[config.mk]
export PLATFORM = sky130hd
export DESIGN_NAME = wah_encoder
export DESIGN_NICKNAME = d
export VERILOG_FILES = /design/src/rtl/wah_encoder.sv
export SDC_FILE = /design/constraint.sdc
export NUM_CORES = 1
export LEC_CHECK = 0
export CELL_PAD_IN_SITES_DETAIL_PLACEMENT = 0
export CELL_PAD_IN_SITES_GLOBAL_PLACEMENT = 1
export CORE_UTILIZATION = 40
export DETAILED_ROUTE_END_ITERATION = 7
export DONT_BUFFER_PORTS = 1
export PLACE_DENSITY = 0.81
export SLEW_MARGIN = 15
export SYNTH_ARGS = -nofsm -noshare
export SYNTH_HDL_FRONTEND = slang
export SYNTH_SLANG_ARGS = --single-unit
[constraint.sdc]
create_clock -name clk -period 3.05 [get_ports clk]
set_input_delay 0.1525 -clock clk [delete_from_list [all_inputs] [get_ports clk]]
set_output_delay 0.1525 -clock clk [all_outputs]
set_load 0.1 [all_outputs]
[src/rtl/wah_encoder.sv]
module wah_encoder #(
  parameter logic [61:0] RUN_MAX = '1
) (
  input  logic        clk,
  input  logic        rst_n,
  input  logic        in_valid,
  output logic        in_ready,
  input  logic [62:0] in_chunk,
  input  logic        in_last,
  output logic        out_valid,
  input  logic        out_ready,
  output logic [63:0] out_atom,
  output logic        out_last
);
  localparam int CW = 63;
  localparam int LW = 62;
  localparam int AW = CW + 1;

  logic          pend_v, pend_val;
  logic [LW-1:0] pend_len;
  logic          hold_v, hold_l;
  logic [AW-1:0] hold_d;

  logic          fire, is_zero, is_one, uni, ext, flush;
  logic          new_v, new_l;
  logic [AW-1:0] new_d, pend_atom;
  logic          a_v, a_l, b_v, b_l;
  logic [AW-1:0] a_d, b_d;
  logic [LW-1:0] run_len;

  assign in_ready  = !hold_v && (!out_valid || out_ready);
  assign fire      = in_valid && in_ready;
  assign is_zero   = (in_chunk == '0);
  assign is_one    = (&in_chunk);
  assign uni       = is_zero || is_one;
  assign ext       = pend_v && uni && (pend_val == is_one) && (pend_len != RUN_MAX);
  assign flush     = pend_v && !ext;
  assign run_len   = ext ? pend_len + LW'(1) : LW'(1);
  assign pend_atom = {1'b1, pend_val, pend_len};

  always_comb begin
    new_v = 1'b0;
    new_d = '0;
    new_l = in_last;
    if (!uni) begin
      new_v = 1'b1;
      new_d = {1'b0, in_chunk};
    end else if (in_last) begin
      new_v = 1'b1;
      new_d = {1'b1, is_one, run_len};
    end
  end

  always_comb begin
    if (flush) begin
      a_v = 1'b1;  a_d = pend_atom; a_l = 1'b0;
      b_v = new_v; b_d = new_d;     b_l = new_l;
    end else begin
      a_v = new_v; a_d = new_d;     a_l = new_l;
      b_v = 1'b0;  b_d = '0;        b_l = 1'b0;
    end
  end

  always_ff @(posedge clk) begin
    if (!rst_n) begin
      pend_v    <= 1'b0;
      pend_val  <= 1'b0;
      pend_len  <= '0;
      out_valid <= 1'b0;
      out_atom  <= '0;
      out_last  <= 1'b0;
      hold_v    <= 1'b0;
      hold_d    <= '0;
      hold_l    <= 1'b0;
    end else if (fire) begin
      pend_v    <= uni && !in_last;
      pend_val  <= is_one;
      pend_len  <= run_len;
      out_valid <= a_v;
      out_atom  <= a_d;
      out_last  <= a_l;
      hold_v    <= b_v;
      hold_d    <= b_d;
      hold_l    <= b_l;
    end else if (out_valid && out_ready) begin
      out_valid <= hold_v;
      out_atom  <= hold_d;
      out_last  <= hold_l;
      hold_v    <= 1'b0;
    end
  end
endmodule

==> tab_implementation.tex <==
\begin{tabular}{lr}
\hline
Metric & Value \\
\hline
\multicolumn{2}{l}{\textbf{Pwr}} \\
Total Power & 6.26 mW \\
Max rail drop VDD & 262 µV \\
Total power divided by cell area & 455 nW/µm² \\
Static leakage & 4.93 nW \\
\multicolumn{2}{l}{\textbf{Timing}} \\
Final worst path period share & 96.2\% \\
Crit path setup slack, layout & 0.115 ns \\
Sum Neg Setup Slack & 0 ns \\
Worst-margin pin slew & 0.986 ns \\
Count of pins over their slew limit & 0 \\
Clock skew after layout & 0.0116 ns \\
Hold Fails Final Rpt & 0 \\
Worst hold margin & 0.0116 ns \\
Worst relative slew slack & 34.2\% \\
Maximum achievable frequency & 0.341 GHz \\
Final number of setup-violating endpoints & 0 \\
Final critical path time including I/O delays and setup & 2.94 ns \\
RSZ-0062 raised after global routing & no \\
\multicolumn{2}{l}{\textbf{Global routing}} \\
Remaining global-route overflow & 0 \\
Global-route wire length before repair & 72600 µm \\
Via count of the first global-routing pass & 12.0k \\
Pin count of the biggest net entering global routing & 88 \\
Total GRT Usage & 33.6\% \\
Antenna violations before repair & 3 \\
\multicolumn{2}{l}{\textbf{Yosys}} \\
Gate count of the mapped netlist & 1434 \\
Net Count, Synth & 1503 \\
Dominant synthesized flop cell & dfxtp\_1 \\
Yosys warnings & 0 \\
Async set or reset register ratio after synthesis & 0\% \\
Synthesis-stage register bit count & 196 \\
Count of cell types in the netlist & 62 \\
Portion of the post-synthesis area used by sequential elements & 36.0\% \\
Synthesized area & 10900 µm² \\
Synth Area per Inst & 7.61 µm² \\
EDFF count, synth & 0 \\
\multicolumn{2}{l}{\textbf{Routing}} \\
Total wire length & 47600 µm \\
First-pass detailed-route iteration total & 5 \\
Wire length per cell & 24.6 µm \\
Vias per inst & 6.59 \\
Total via count in the routed design & 12.8k \\
DRC violation count after routing & 0 \\
Initial detailed-routing violation count & 1373 \\
Remaining antenna violation count & 0 \\
\multicolumn{2}{l}{\textbf{Setup path}} \\
Reg2reg start & pend\_len[34] \\
Slack of the worst reg-to-reg path & 0.11 ns \\
Startpoint types & flop \\
Element type at the critical path end & flop \\
Required time of the critical path & 3.43 ns \\
R2R cell count & 9 \\
Arrival time of data at the critical path endpoint & 3.31 ns \\
Crit path kind & flop to flop \\
Worst reg2reg path endpoint & hold\_d[23] \\
Worst-path fanout max & 16 \\
\multicolumn{2}{l}{\textbf{Run}} \\
Max-capacitance violation count & 0 \\
\multicolumn{2}{l}{\textbf{Clock network}} \\
Number of H-tree levels & 4 \\
Buffer depth of the longest clock path & 2 \\
Clock tree from TritonCTS & yes \\
CTS clock-pin slew for the worst setup and hold paths & 0.08 ns \\
Total setup buffers inserted after CTS & 0 \\
CTS buffer count & 17 \\
CTS root buffer & clkbuf\_16 \\
Number of clock sinks seen by CTS & 196 \\
Skew-Pair Late Insertion Delay & 0.44 ns \\
\multicolumn{2}{l}{\textbf{Placed design}} \\
Final weighted congestion of routability-driven global placement & 0.991 \\
Instance area at placement & 12600 µm² \\
Placed wire-length estimate & 32800 µm \\
Post-placement setup slack & 0.0671 ns \\
Total of buffers placed on input and output ports & 0 \\
\multicolumn{2}{l}{\textbf{Floorplan}} \\
Standard cell core area & 26900 µm² \\
DIE HEIGHT & 167 µm \\
Width of the die & 167 µm \\
Number of top-level design ports & 135 \\
Core Rows & 60 \\
Starting utilization of the core area & 40.6\% \\
Total Die Area & 27900 µm² \\
\multicolumn{2}{l}{\textbf{Cells and area}} \\
Finished Cell Area & 13800 µm² \\
Signed area change from the synthesized netlist to the final layout & 26.3\% \\
Fraction of final layout cells sized beyond drive strength 1 & 17.6\% \\
Filler cell count & 2635 \\
Total area of sequential cells & 3920 µm² \\
Net total in the final layout & 1650 \\
Multi-input gate area in the final layout & 6460 µm² \\
\multicolumn{2}{l}{\textbf{Min path}} \\
Destination of the worst hold path & out\_valid \\
Classification of the worst-slack hold path & primary input to flop \\
Number of instances on the worst hold path & 3 \\
Beginning of the worst hold path & out\_ready \\
\multicolumn{2}{l}{\textbf{Outcome}} \\
Outcome & complete, no violations \\
\hline
\end{tabular}
-- cell type report --
| cell class | count | share of cell area [%] |
|---|---|---|
| Clock inverter | 15 | 1.23 |
| Tap cell | 341 | 3.10 |
| Antenna cell | 2 | 0.0363 |
| Timing Repair Buffer | 271 | 16.9 |
| Multi-Input combinational cell | 1086 | 46.9 |
| Clock buffer | 17 | 3.09 |
| Inverter | 9 | 0.254 |
| Sequential cell | 196 | 28.5 |
-- where the power goes --
part	internal, mW	leakage, nW	switching [mW]
logic	0.293	3.05	0.891
clock network	1.17	0.286	1.18
registers	2.63	1.59	0.0971
total	4.10	4.93	2.17
-- cell usage after synthesis (all sizes together), types with 10 or more instances --
library cell	n	area [µm²]
dfxtp	196	3920
nand2	151	567
o21ai	115	576
clkbuf	114	429
nor2	109	409
a21oi	95	479
nand4	68	440
nand3	67	340
a22oi	53	398
nor3	44	220
nor4	40	272
buf	29	143
a221oi	28	245
o22ai	25	156
or4	25	191
or3	23	144
xnor2	22	193
xor2	22	193
a31oi	20	125
and2	19	119
nand3b	15	113
and3	12	75.1
a32oi	11	96.3
a41oi	10	87.6
-- per-stage QoR --
step                      util [%]  std cells
after floorplan                  -       1434
after global placement        46.8       1846
after detailed placement      46.8       1846
after CTS                     51.2       1935
after global routing          51.3       1936
final                         51.3       1937
-- placed cells by master (no fill, tap or decap), types with 12 or more instances in the layout --
| cell | n |
|---|---|
| a21oi_1 | 92 |
| a221oi_1 | 28 |
| a22oi_1 | 53 |
| a31oi_1 | 20 |
| and2_1 | 19 |
| and3_1 | 12 |
| buf_4 | 203 |
| clkbuf_16 | 17 |
| dfxtp_1 | 196 |
| dlygate4sd3_1 | 56 |
| nand2_1 | 150 |
| nand3_1 | 66 |
| nand3b_1 | 15 |
| nand4_1 | 67 |
| nor2_1 | 107 |
| nor3_1 | 43 |
| nor4_1 | 36 |
| o21ai_0 | 114 |
| o22ai_1 | 25 |
| or3_1 | 23 |
| or4_1 | 23 |
| xnor2_1 | 22 |
| xor2_1 | 22 |
-- cells by family after synthesis --
| logic type | Yosys count | share of synthesized area [%] |
|---|---|---|
| XOR/XNOR | 44 | 3.53 |
| flip-flops | 196 | 36.0 |
| multiplexers | 8 | 0.757 |
| AO/OA/AOI/OAI | 426 | 25.2 |
| buffers and inverters | 152 | 5.55 |
| adder cells (fa/ha/maj) | 1 | 0.115 |
| AND/OR/NAND/NOR | 607 | 28.8 |
-- critical path, stage by stage, from the launching register on --
cell and delay (ns):
dfxtp_1 0.47, nand4_1 0.22, nor4_1 0.42, nand4_1 0.25, or3_1 0.49, buf_4 0.23
a211oi_4 0.35, buf_12 0.22, a22oi_1 0.09, nor2_1 0.10
-- worst max-delay path by stage --
stage | endpoint | startpoint
after floorplan | out_atom[54] | pend_len[0]
after global placement | out_atom[54] | pend_len[1]
after detailed placement | out_atom[54] | pend_len[0]
after CTS | out_atom[54] | pend_len[0]
after global routing | hold_d[27] | pend_len[0]
final | hold_d[23] | pend_len[34]
-- sequential cells by signal, summed over array words and instances, names as in the netlist --
register / flops
hold_d: 64
pend_val: 1
out_last: 1
out_atom: 64
hold_v: 1
pend_len: 62
out_valid: 1
hold_l: 1
pend_v: 1
-- layer usage --
layer / part of all wire (%) / global-route usage, % / vias to the layer above / wire, µm
li1: - / - / 5688 / -
met1: 41 / 44.1 / 6189 / 19500
met2: 45 / 53.9 / 762 / 21500
met3: 9.4 / 5.86 / 122 / 4490
met4: 4.4 / 15.2 / 2 / 2070
met5: 0.027 / 0 / - / 13
-- repair_timing --
| item | CTS | global route |
|---|---|---|
| hold buffers | 57 | 0 |
| resized for setup | 0 | 2 |
| setup endpoints to repair | 0 | 4 |
| endpoints found under the hold margin | 139 | 0 |
Power figures use the tool's default switching activity.
